==> src/rtl/burst_colgen_pkg.sv <==
package burst_colgen_pkg;

    typedef enum logic [2:0] {
        LEN_1    = 3'd0,
        LEN_2    = 3'd1,
        LEN_4    = 3'd2,
        LEN_8    = 3'd3,
        LEN_PAGE = 3'd4
    } len_sel_e;

endpackage

==> src/rtl/bcg_mode_decode.sv <==
module bcg_mode_decode
    import burst_colgen_pkg::*;
(
    input  logic [2:0] bl_code,
    input  logic       interleave,
    input  logic       is_write,
    input  logic       wr_single,
    output len_sel_e   len_sel,
    output logic       mode_err
);

    len_sel_e raw_len;
    logic     raw_err;

    always_comb begin
        raw_len = LEN_1;
        raw_err = 1'b0;
        unique case (bl_code)
            3'b000: raw_len = LEN_1;
            3'b001: raw_len = LEN_2;
            3'b010: raw_len = LEN_4;
            3'b011: raw_len = LEN_8;
            3'b111: begin
                if (interleave) begin
                    raw_err = 1'b1;
                end else begin
                    raw_len = LEN_PAGE;
                end
            end
            default: raw_err = 1'b1;
        endcase
    end

    always_comb begin
        mode_err = raw_err;
        len_sel  = (is_write && wr_single) ? LEN_1 : raw_len;
    end

endmodule

==> src/rtl/bcg_addr_calc.sv <==
module bcg_addr_calc
    import burst_colgen_pkg::*;
#(
    parameter int COL_W = 8
) (
    input  logic [COL_W-1:0] base,
    input  logic [COL_W-1:0] beat,
    input  len_sel_e         len_sel,
    input  logic             interleave,
    output logic [COL_W-1:0] col,
    output logic [COL_W-1:0] blk_mask
);

    logic [COL_W-1:0] offs;

    always_comb begin
        unique case (len_sel)
            LEN_1:    blk_mask = '0;
            LEN_2:    blk_mask = COL_W'(1);
            LEN_4:    blk_mask = COL_W'(3);
            LEN_8:    blk_mask = COL_W'(7);
            LEN_PAGE: blk_mask = '1;
            default:  blk_mask = '0;
        endcase
    end

    always_comb begin
        offs = interleave ? (base ^ beat) : (base + beat);
        col  = (base & ~blk_mask) | (offs & blk_mask);
    end

endmodule

==> src/rtl/burst_colgen.sv <==
module burst_colgen
    import burst_colgen_pkg::*;
#(
    parameter int COL_W = 8
) (
    input  logic             clk,
    input  logic             rst_n,
    input  logic             start,
    input  logic [COL_W-1:0] start_col,
    input  logic             is_write,
    input  logic [2:0]       bl_code,
    input  logic             interleave,
    input  logic             wr_single,
    input  logic             terminate,
    output logic [COL_W-1:0] col,
    output logic             valid,
    output logic             last,
    output logic             mode_err
);

    typedef struct packed {
        logic             active;
        logic [COL_W-1:0] base;
        logic [COL_W-1:0] cnt;
        len_sel_e         len;
        logic             il;
        logic             err;
    } bcg_state_t;

    bcg_state_t st_d, st_q;

    len_sel_e         dec_len;
    logic             dec_err;
    logic [COL_W-1:0] cur_col;
    logic [COL_W-1:0] cur_mask;
    logic             final_beat;

    bcg_mode_decode u_decode (
        .bl_code    (bl_code),
        .interleave (interleave),
        .is_write   (is_write),
        .wr_single  (wr_single),
        .len_sel    (dec_len),
        .mode_err   (dec_err)
    );

    bcg_addr_calc #(.COL_W(COL_W)) u_addr (
        .base       (st_q.base),
        .beat       (st_q.cnt),
        .len_sel    (st_q.len),
        .interleave (st_q.il),
        .col        (cur_col),
        .blk_mask   (cur_mask)
    );

    always_comb begin
        final_beat = st_q.active && (st_q.len != LEN_PAGE)
                     && ((st_q.cnt & cur_mask) == cur_mask);

        st_d = st_q;
        if (start) begin
            st_d.active = 1'b1;
            st_d.base   = start_col;
            st_d.cnt    = '0;
            st_d.len    = dec_len;
            st_d.il     = interleave;
            st_d.err    = dec_err;
        end else if (st_q.active) begin
            if (st_q.len == LEN_PAGE && terminate) begin
                st_d.active = 1'b0;
            end else if (final_beat) begin
                st_d.active = 1'b0;
            end else begin
                st_d.cnt = st_q.cnt + COL_W'(1);
            end
        end
    end

    always_ff @(posedge clk) begin
        if (!rst_n) begin
            st_q <= '0;
        end else begin
            st_q <= st_d;
        end
    end

    assign col      = cur_col;
    assign valid    = st_q.active;
    assign last     = final_beat;
    assign mode_err = st_q.err;

endmodule

==> config.mk <==
export PLATFORM = sky130hd
export DESIGN_NAME = burst_colgen
export DESIGN_NICKNAME = d
export VERILOG_FILES = /design/src/rtl/burst_colgen_pkg.sv /design/src/rtl/bcg_mode_decode.sv /design/src/rtl/bcg_addr_calc.sv /design/src/rtl/burst_colgen.sv
export SDC_FILE = /design/constraint.sdc
export NUM_CORES = 1
export LEC_CHECK = 0
export BUFFER_PORTS_ARGS = -buffer_cell sky130_fd_sc_hd__buf_2
export CORE_MARGIN = 10
export CORE_UTILIZATION = 55
export DETAILED_ROUTE_END_ITERATION = 8
export GPL_ROUTABILITY_DRIVEN = 0
export PLACE_DENSITY = 0.88
export SYNTH_ARGS = -nofsm -noshare
export SYNTH_HDL_FRONTEND = slang
export SYNTH_HIERARCHICAL = 1
export SYNTH_SLANG_ARGS = --single-unit
export TNS_END_PERCENT = 10
==> constraint.sdc <==
create_clock -name clk -period 2.89 [get_ports clk]
set_input_delay 0.578 -clock clk [delete_from_list [all_inputs] [get_ports clk]]
set_output_delay 0.578 -clock clk [all_outputs]
set_load 0.02 [all_outputs]
# == Word-level counts from Yosys, hierarchy flattened ==
# Index checks and enable logic that the tools add are counted.
# word_totals
regBits,22
in_bits,18
elab_cells,46
output_inout_bits,11
# classes
n_addsub,2
muxes,11
n_bitwise,9
n_eq_ne,10
reduce_logical,8
# op_table
op,count
8-bit one-hot mux with 4 select lines,1
8-bit AND,3
3-bit by 2-bit equality test with 1-bit output (second input constant),4
3-bit one-hot mux with 4 select lines,1
8-bit by 1-bit adder with 8-bit output (second input constant),1
8-bit adder,1
8-bit equality test,1
8-bit 2-to-1 mux,1
8-bit inverter,1
8-bit OR,1
8-bit bitwise XOR,1
3-bit by 1-bit equality test with 1-bit output (second input constant),2
3-bit equality test (second input constant),2
3-bit 2-to-1 mux,2
1-bit 2-to-1 mux,5
1-bit logical AND,4
4-bit OR reduction,1
3-bit zero test,1
3-bit inequality test (second input constant),1
1-bit inverter,3
3-bit AND reduction,1
1-bit one-hot mux with 2 select lines,1
2-bit OR reduction,1

# == Depth between registers and ports, before layout ==
# Gate-level depths: netlist of the first run.
# logic_depth
word_depth,9
mapped_depth,10
ltp_nobuf,8

# == Modules after synthesis ==
# The synthesis of the first run kept the hierarchy.
# by_module_without_submodules
mod,cells_per_inst,seq_area_each_um2,area_each_um2,n_inst
burst_colgen,104,440.4,993.5,1
bcg_addr_calc,69,0.0,479.2,1
bcg_mode_decode,7,0.0,48.8,1

# == Least setup slack after synthesis of the first run ==
# No wires, ideal clock.
# synth_path
path_kind,register to output
from,reg st_q[5] in the netlist's numbering
to,out col[6]
required_ps,2312
path_stages_with_launch,9
n_path_buf,0
setup_slack_ps,327
arrival_ps,1985
cell_sequence,dfxtp_1 -> ha_1 -> inv_1 -> fa_1 -> nand2b_1 -> a211oi_1 -> a31oi_1 -> xnor2_1 -> mux2_2
# synth_between
elab_chain_len,4
# synth_lines
element,line_no,source
start: declaration,burst_colgen.sv:30,"bcg_state_t st_d, st_q;"
start signal: assignment,burst_colgen.sv:83,st_q <= st_d;
8-bit adder,bcg_addr_calc.sv:28,offs = interleave ? (base ^ beat) : (base + beat);
8-bit 2-to-1 mux,bcg_addr_calc.sv:28,
8-bit AND,bcg_addr_calc.sv:29,col = (base & ~blk_mask) | (offs & blk_mask);
8-bit OR,bcg_addr_calc.sv:29,
end: declaration,burst_colgen.sv:15,"output logic [COL_W-1:0] col,"
# Every way passes these cells.

# == Worst setup path in the final report of the first run ==
# layout_path
from,reg st_q[13] in the netlist's numbering
to,out col[6]
# The elaborated chain is that of the path after synthesis.

==> results.toml, run 1 <==
[die]
dieWidth_um = 72.6
start_util = 0.561
num_rows = 19
boundaryPins = 29
die_h_um = 72.6
core_um2 = 2710
die-area_um2 = 5270

[routing]
ant_nets = 0
drc = 0
routedWlPerCell_um = 14.2
totalWireLength_um = 3380
vias = 1321
viasPerCell = 5.55
drt_iter0_drc = 62
first_pass_iters = 4

[critical_path]
setup.worst_path.start_class = "flip-flop"
critPathCaptureType = "primary output"
rrSetupSlack_ps = 530
crit_required_ps = 2310
crit_type = "reg2out"
crit_fanout = 3
worstPathArrival_ps = 2270

[clocking]
cts_tree = "built"
htreeDepth = 1
path_clk_slew_ps = 100
cts-buffers-inserted = 3
clock_path_buffers = 2
worstSkewPairLatency_ps = 310
hold_buffers = 0
clock-sinks = 22
cts-root-buf = "clkbuf_4"

[pwr]
p_switching_w = 0.000168
p_leak_nw = 0.731
power_w = 0.000589
power.share.clock = 0.230
p_seq_frac = 0.556
ir_drop_uv = 295
swShare = 0.285
powerDensity_nw_per_um2 = 336
cellInternalPower_w = 0.000421
pwr-share-comb = 0.214

[synthesis]
async_flop_share = 0
seq_area_frac_synth = 0.289
ys_warn_count = 6
ys_top_cells_by_area = "dfxtp_1 (29%), mux2i_1 (9.2%), ha_1 (6.6%)"
ys_ff_latch = 22
synth_top_area_share = 0.289
synth_area_leader_cell = "dfxtp_1"
yosys_most_used_dff = "dfxtp_1"
synthCells = 180
synth.distinct_cells = 46
mappedNetlistNets = 207
netlist_area_um2 = 1520
synth_edf_count = 0
syn_area_per_cell_um2 = 8.45

[timing]
maxSlewHeadroom = 0.721
slew_violations = 0
final_hold_viol_count = 0
worst_slew_pin_slew_ps = 418
fin_crit_ps = 2850
fmax_mhz = 351
grt_setup_unrepaired = "yes"
finalClockSkew_ps = 8.10
fin_ws_ps = 40.6
finalSetupViolCount = 0
finalCritPeriodShare = 0.986
tns_ps = 0

[layout]
finish.utilization = 0.648
diodes = 0
layout_commonest_cell = "buf_2"
syn2layout_area_growth_pct = 15.4
regArea_um2 = 444
final_nets = 236
multiInputGateArea_um2 = 1010
final_cell_mix = "buf_2 (27), dfxtp_1 (19), nor2b_1 (15)"
drive_gt1_frac = 0.261
fin_cells = 238
num-fill-cells = 234

[placement]
dp.cells = 232
dp_worst_setup_slack_ps = 207
io_buffers = 28
hpwlAfterDp_um = 2540

[global_routing]
grt-ovfl-total = 0
grt_max_degree = 17
grt_pass1_wl_um = 5590
grt_usage = 0.128
grt_pass1_vias = 1278
grt_antenna_before_repair = 0

[run_status]
status = "complete, no violations"

[worst_hold_path]
hp-class = "reg2reg"

[run]
cap_violations = 0
## cell type report
class,count,area share
Multi-Input combinational cell,135,0.577
Timing Repair Buffer,34,0.107
Clock buffer,3,0.0128
Inverter,13,0.0278
Tap cell,31,0.0221
Sequential cell,22,0.253
## routing by layer
layer	GRT usage	wire length [um]
met2	0.205	1580
met1	0.158	1550
met4	0.0506	59
met5	0	0
met3	0.0340	185
## worst max-delay path, stage by stage (launching register included)
cell	delay [ps]
dfxtp_2	370
ha_4	140
inv_1	50
fa_2	340
nand2b_4	160
a211oi_4	230
a31oi_1	140
xnor2_1	140
mux2_2	260
buf_4	160
## registers in the layout (all words and copies together), names as in the netlist
signal / cells
valid: 1
st_q: 20
mode_err: 1
## repair_timing
item | 4_1_cts | 5_1_grt
setup buffers | 2 | 1
gates resized for setup | 7 | 5
endpoints found under the hold margin | 0 | 0
endpoints found under the setup margin | 1 | 2
pin swaps | 2 | 2
## metrics by stage
step | cell area, um^2 | hold WS [ps]
detailed placement | 1660 | 502
floorplan | 1520 | 475
CTS | 1720 | 514
global placement | 1660 | 491
finish | 1760 | 518
global route | 1760 | 524
## synthesized netlist by cell type, types with 6 or more instances
cell / number
xnor2_1: 7
dfxtp_1: 22
nor2b_1: 15
o21ai_0: 7
ha_1: 8
mux2i_1: 14
a21oi_1: 13
inv_1: 12
nand3_1: 6
nand2b_1: 7
nor2_1: 10
nand2_1: 9
## power groups by stage
stage | combinational (W) | clock [W] | sequential [W]
2_1_floorplan | 0.0000854 | 0 | 0.000332
3_3_place_gp | 0.000120 | 0 | 0.000333
3_5_place_dp | 0.000122 | 0 | 0.000333
4_1_cts | 0.000125 | 0.000142 | 0.000327
5_1_grt | 0.000140 | 0.000154 | 0.000330
6_report | 0.000126 | 0.000136 | 0.000327
## worst paths after layout
check | startpoint | endpoint | depth (start not counted)
hold / removal | mode_err$_SDFFE_PN0P_ | mode_err$_SDFFE_PN0P_ | 2
setup reg to reg | st_q[2]$_SDFFE_PN0P_ | st_q[8]$_SDFFE_PP0P_ | 9
setup / recovery | st_q[13]$_SDFFE_PN0P_ | col[6] | 9
hold reg to reg | mode_err$_SDFFE_PN0P_ | mode_err$_SDFFE_PN0P_ | 2
## cell families after synthesis
logic type                 count (synthesis)  synth area share
and+or+nand+nor                           65             0.235
AOI/OAI and AO/OA                         37             0.172
buffers and inverters                     23            0.0715
DFF                                       22             0.289
muxes                                     16             0.107
adders and majority gates                  9            0.0790
xor gates and xnor gates                   8            0.0461
(Power assumes the default switching activity.)
==> run 2: changes to the inputs <==
--- a/config.mk
+++ b/config.mk
@@ -7,10 +7,10 @@
 export LEC_CHECK = 0
 export BUFFER_PORTS_ARGS = -buffer_cell sky130_fd_sc_hd__buf_2
 export CORE_MARGIN = 10
-export CORE_UTILIZATION = 55
+export CORE_UTILIZATION = 49
 export DETAILED_ROUTE_END_ITERATION = 8
 export GPL_ROUTABILITY_DRIVEN = 0
-export PLACE_DENSITY = 0.88
+export PLACE_DENSITY_LB_ADDON = 0.15
 export SYNTH_ARGS = -nofsm -noshare
 export SYNTH_HDL_FRONTEND = slang
 export SYNTH_HIERARCHICAL = 1
==> constraint.sdc (replaced) <==
create_clock -name clk -period 2.6 [get_ports clk]
set_input_delay 0.52 -clock clk [delete_from_list [all_inputs] [get_ports clk]]
set_output_delay 0.52 -clock clk [all_outputs]
set_load 0.02 [all_outputs]
==> results.toml, run 2 (synthesis gave the netlist of run 1 again) <==
[run_status]
status = "finished with violations"
violations = "negative setup slack"

[placement]
dp.cells = 237
place_area_um2 = 1690
dp_worst_setup_slack_ps = -41.5
io_buffers = 28
hpwlAfterDp_um = 2750

[timing]
maxSlewHeadroom = 0.706
finalClockSkew_ps = 14.4
finalSetupViolCount = 4
grt_setup_unrepaired = "yes"
fin_crit_ps = 2790
slew_violations = 0
fmax_mhz = 358
finalCritPeriodShare = 1.07
tns_ps = -483
final_hold_viol_count = 0
fin_ws_ps = -192
worst_slew_pin_slew_ps = 441

[clocking]
cts_tree = "built"
clock_path_buffers = 2
htreeDepth = 1
worstSkewPairLatency_ps = 330
cts-root-buf = "clkbuf_4"
cts-buffers-inserted = 3
path_clk_slew_ps = 150
clock-sinks = 22
hold_buffers = 0

[critical_path]
crit_fanout = 2
cpPeakStageDelay_ps = 390
path_cells = "ha_4 -> inv_2 -> fa_2 -> nand2b_4 -> a211oi_4 -> a31oi_1 -> xnor2_1 -> mux2_4 -> buf_6"
crit_type = "reg2out"
path_delay_family = "adder cells"
crit_buf_inv = 2
cp_slowest_cell = "dfxtp_2"
startpoint = "st_q[5]$_SDFFE_PP0P_"
worstPathArrival_ps = 2270
crit_required_ps = 2080
setup.worst_path.start_class = "flip-flop"
critPathCaptureType = "primary output"
r2r_start = "st_q[3]$_SDFFE_PN0P_"

[layout]
drive_gt1_frac = 0.300
syn2layout_area_growth_pct = 21.1
largest_register_ff_count = 20
largest_register = "st_q"
final_cell_mix = "buf_2 (25), dfxtp_1 (18), nor2b_1 (15)"
fin_cells = 243
layout_commonest_cell = "buf_2"
diodes = 0
post-route-cell-area_um2 = 1840
final_nets = 238

[die]
boundaryPins = 29
die-area_um2 = 5730
die_h_um = 75.7
num_rows = 20
dieWidth_um = 75.7
start_util = 0.507
core_um2 = 3000

[routing]
ant_nets = 0
vias = 1325
routedWlPerCell_um = 15.0
drt_iter0_drc = 72
totalWireLength_um = 3640
drc = 0
first_pass_iters = 4
viasPerCell = 5.45

[pwr]
ir_drop_uv = 389
p_leak_nw = 0.764
powerDensity_nw_per_um2 = 424
power_w = 0.000782

[global_routing]
grt_max_degree = 17
grt_antenna_before_repair = 0
grt_pass1_vias = 1369
grt_usage = 0.138
grt_pass1_wl_um = 6200
grt-ovfl-total = 0

[run]
cap_violations = 0

[worst_hold_path]
hp-class = "in2reg"
min_from = "start_col[2]"
[run 2: area by class of cell]
cell class                 instances  area (um^2)
inverter                          13         48.8
clock inverter                     1         30.0
tap                               33         41.3
sequential                        22          450
multi-input combinational        135         1040
clock buffer                       3         22.5
fill                             282         1160
timing repair buffer              36          211
[run 2: worst paths after layout]
kind                      endpoint  slack [ps]  depth (start not counted)
max                         col[6]        -190                          9
min          st_q[15]$_SDFFE_PN0P_         440                          3
max reg2reg  st_q[12]$_SDFFE_PP0P_         360                          9
min reg2reg  mode_err$_SDFFE_PN0P_         540                          2
[run 2: metrics by stage]
stage | util | hold slack (ps)
floorplan | - | 475
global placement | 0.562 | 492
detailed placement | 0.562 | 508
CTS | 0.602 | 430
global route | 0.613 | 430
finish | 0.613 | 437
[run 2: worst min-delay path, delay by kind of cell]
family	cells	cell delay (ps)
simple gates	1	90
buf+inv	1	70
mux	1	50
[run 2: power by group]
part	internal, W	leakage (nW)	switching, W
logic	0.0000666	0.554	0.0000771
clock network	0.000156	0.0279	0.000118
registers	0.000349	0.182	0.0000146
[run 2: per-layer routing]
| metal | vias up | share of wire | wire, um | global-route usage |
|---|---|---|---|---|
| li1 | 682 | - | - | - |
| met1 | 612 | 0.44 | 1600 | 0.155 |
| met2 | 27 | 0.52 | 1910 | 0.253 |
| met3 | 4 | 0.026 | 94 | 0.0247 |
| met4 | 0 | 0.011 | 40 | 0.0474 |
| met5 | - | 0 | 0 | 0 |
[run 2: repair_timing]
| action | 4_1_cts | 5_1_grt |
|---|---|---|
| pin swaps | 6 | 6 |
| setup buffers | 2 | 0 |
| setup endpoints to repair | 5 | 6 |
| gates resized for setup | 16 | 8 |
==> run 3: changes to the inputs <==
--- a/config.mk
+++ b/config.mk
@@ -7,12 +7,11 @@
 export LEC_CHECK = 0
 export BUFFER_PORTS_ARGS = -buffer_cell sky130_fd_sc_hd__buf_2
 export CORE_MARGIN = 10
-export CORE_UTILIZATION = 49
+export CORE_UTILIZATION = 54
 export DETAILED_ROUTE_END_ITERATION = 8
 export GPL_ROUTABILITY_DRIVEN = 0
 export PLACE_DENSITY_LB_ADDON = 0.15
 export SYNTH_ARGS = -nofsm -noshare
 export SYNTH_HDL_FRONTEND = slang
-export SYNTH_HIERARCHICAL = 1
 export SYNTH_SLANG_ARGS = --single-unit
 export TNS_END_PERCENT = 10
==> constraint.sdc (replaced) <==
create_clock -name clk -period 2.8 [get_ports clk]
set_input_delay 0.56 -clock clk [delete_from_list [all_inputs] [get_ports clk]]
set_output_delay 0.56 -clock clk [all_outputs]
set_load 0.02 [all_outputs]
==> results.toml, run 3 <==
[timing]
slew_violations = 0
final_hold_viol_count = 0
grt_setup_unrepaired = "yes"
worst_slew_pin_slew_ps = 369
fmax_mhz = 368
fin_crit_ps = 2710
finalClockSkew_ps = 1.10
maxSlewHeadroom = 0.754
finalSetupViolCount = 0
finalCritPeriodShare = 0.969
fin_hold_ws_ps = 461

[die]
num_rows = 18
die_h_um = 71.5
dieWidth_um = 71.5
core_um2 = 2500
die-area_um2 = 5110
start_util = 0.572
boundaryPins = 29

[layout]
largest_register_ff_count = 20
final_nets = 225
largest_register = "st_q"
layout_commonest_cell = "buf_2"
final_cell_mix = "buf_2 (25), nor2_1 (17), dfxtp_1 (16)"
diodes = 0
syn2layout_area_growth_pct = 22.6
finish.utilization = 0.701
drive_gt1_frac = 0.294

[placement]
hpwlAfterDp_um = 2610
io_buffers = 28

[critical_path]
startpoint = "st_q[13]$_SDFFE_PN0P_"
path_cells = "ha_4 -> inv_2 -> fa_2 -> nor2b_1 -> o21a_1 -> o211ai_1 -> a31oi_1 -> xnor2_1 -> o21ai_1 -> buf_4"
cp_slowest_cell = "dfxtp_2"
crit_buf_inv = 2
cp_num_cells = 10
setup.worst_path.start_class = "flip-flop"
cpPeakStageDelay_ps = 370
crit_type = "reg2out"
critPathCaptureType = "primary output"
r2r_start = "st_q[3]$_SDFFE_PN0P_"
rrSetupSlack_ps = 970
path_delay_family = "adder cells"
r2r_cells = 6
crit_end = "col[6]"
worstPathArrival_ps = 2150
reg2reg_to = "st_q[10]$_SDFFE_PP0P_"
crit_fanout = 3
crit_required_ps = 2240

[synthesis]
yosys_most_used_dff = "dfxtp_1"
syn_area_per_cell_um2 = 8.41
synth_common_cells = "dfxtp_1 (22), nor2_1 (18), nand2_1 (12)"
mappedNetlistNets = 197
async_flop_share = 0
synth.distinct_cells = 45
synth_area_leader_cell = "dfxtp_1"
ys_ff_latch = 22
ys_top_cells_by_area = "dfxtp_1 (31%), ha_1 (7.0%), mux2i_1 (6.3%)"
seq_area_frac_synth = 0.308
synth.most_common_cell = "dfxtp_1"
synthCells = 170
synth_top_area_share = 0.308
netlist_area_um2 = 1430
ys_warn_count = 0
synth_edf_count = 0

[clocking]
cts-root-buf = "clkbuf_4"
worstSkewPairLatency_ps = 310
clock-sinks = 22
clock_path_buffers = 2
hold_buffers = 0
cts_tree = "built"
path_clk_slew_ps = 130
cts-buffers-inserted = 3
htreeDepth = 1

[pwr]
power_w = 0.000698
p_leak_nw = 0.748
ir_drop_uv = 450
p_seq_frac = 0.483
power.share.clock = 0.354
p_switching_w = 0.000177
cellInternalPower_w = 0.000521
powerDensity_nw_per_um2 = 398
swShare = 0.254
pwr-share-comb = 0.163

[global_routing]
grt_pass1_vias = 1300
grt_antenna_before_repair = 0
grt_max_degree = 18
grt_usage = 0.133
grt_pass1_wl_um = 5780
grt-ovfl-total = 0

[worst_hold_path]
hp-class = "in2reg"

[routing]
drc = 0
drt_iter0_drc = 148
ant_nets = 0
viasPerCell = 5.82
totalWireLength_um = 3490
routedWlPerCell_um = 15.4
vias = 1321
first_pass_iters = 5

[run]
cap_violations = 0

[run_status]
status = "complete, no violations"
-- run 3: cell count changes after synthesis, moves of 4 or more --
cell	change
mux2i_1	-5
nor2_1	+8
xor2_1	+8
inv_1	-5
nor2b_1	-4
buf_4	-5
a21oi_1	-8
or3_1	-4
-- run 3: area by class of cell --
type	instances	area (um^2)
multi-input combinational	133	1010
fill	208	747
clock inverter	1	30.0
tap	30	37.5
timing repair buffer	31	170
sequential	22	453
clock buffer	3	22.5
inverter	7	26.3
-- run 3: what timing repair did --
action                     4_1_cts  5_1_grt
resized for setup                6       23
setup endpoints to repair        4        5
setup buffers                    1        1
pin swaps                        2        7
-- run 3: metrics by stage --
stage | setup slack [ps] | setup TNS, ps | cells | instance area [um^2]
2_1_floorplan | 132 | 0 | 170 | 1430
3_3_place_gp | 361 | 0 | 221 | 1580
3_5_place_dp | 281 | 0 | 221 | 1580
4_1_cts | 9.61 | 0 | 226 | 1650
5_1_grt | -133 | -254 | 227 | 1750
6_report | 85.8 | 0 | 227 | 1750
-- run 3: cell families after synthesis --
family / Yosys count / share of synthesized area
flip-flops: 22 / 0.308
AND/OR/NAND/NOR: 64 / 0.229
XOR/XNOR: 14 / 0.0857
multiplexers: 11 / 0.0787
adder cells (fa/ha/maj): 9 / 0.0840
buffers and inverters: 15 / 0.0455
AO/OA/AOI/OAI: 35 / 0.169
-- run 3: layer usage --
layer / up-vias / track usage / share of wire
met5: - / 0 / 0
met4: 0 / 0.0237 / 0.019
met3: 8 / 0.0441 / 0.098
met2: 67 / 0.229 / 0.47
met1: 595 / 0.157 / 0.41
li1: 651 / - / -
-- run 3: worst min-delay path by stage --
stage | from | endpoint | slack [ps] | cells past startpoint
finish | bl_code[0] | st_q[2]$_SDFFE_PN0P_ | 460 | 2
global route | bl_code[1] | st_q[3]$_SDFFE_PN0P_ | 460 | 2
CTS | bl_code[0] | st_q[2]$_SDFFE_PN0P_ | 450 | 2
detailed placement | st_q[20]$_SDFFE_PN0P_ | st_q[20]$_SDFFE_PN0P_ | 520 | 2
global placement | st_q[20]$_SDFFE_PN0P_ | st_q[20]$_SDFFE_PN0P_ | 520 | 2
floorplan | st_q[12]$_SDFFE_PP0P_ | st_q[12]$_SDFFE_PP0P_ | 500 | 2
-- run 3: power by group through the flow --
stage	combinational (W)	clock, W	sequential [W]
3_3_place_gp	0.000102	0	0.000343
6_report	0.000114	0.000247	0.000337
2_1_floorplan	0.0000739	0	0.000340
3_5_place_dp	0.000105	0	0.000344
4_1_cts	0.000107	0.000253	0.000337
5_1_grt	0.000127	0.000263	0.000339
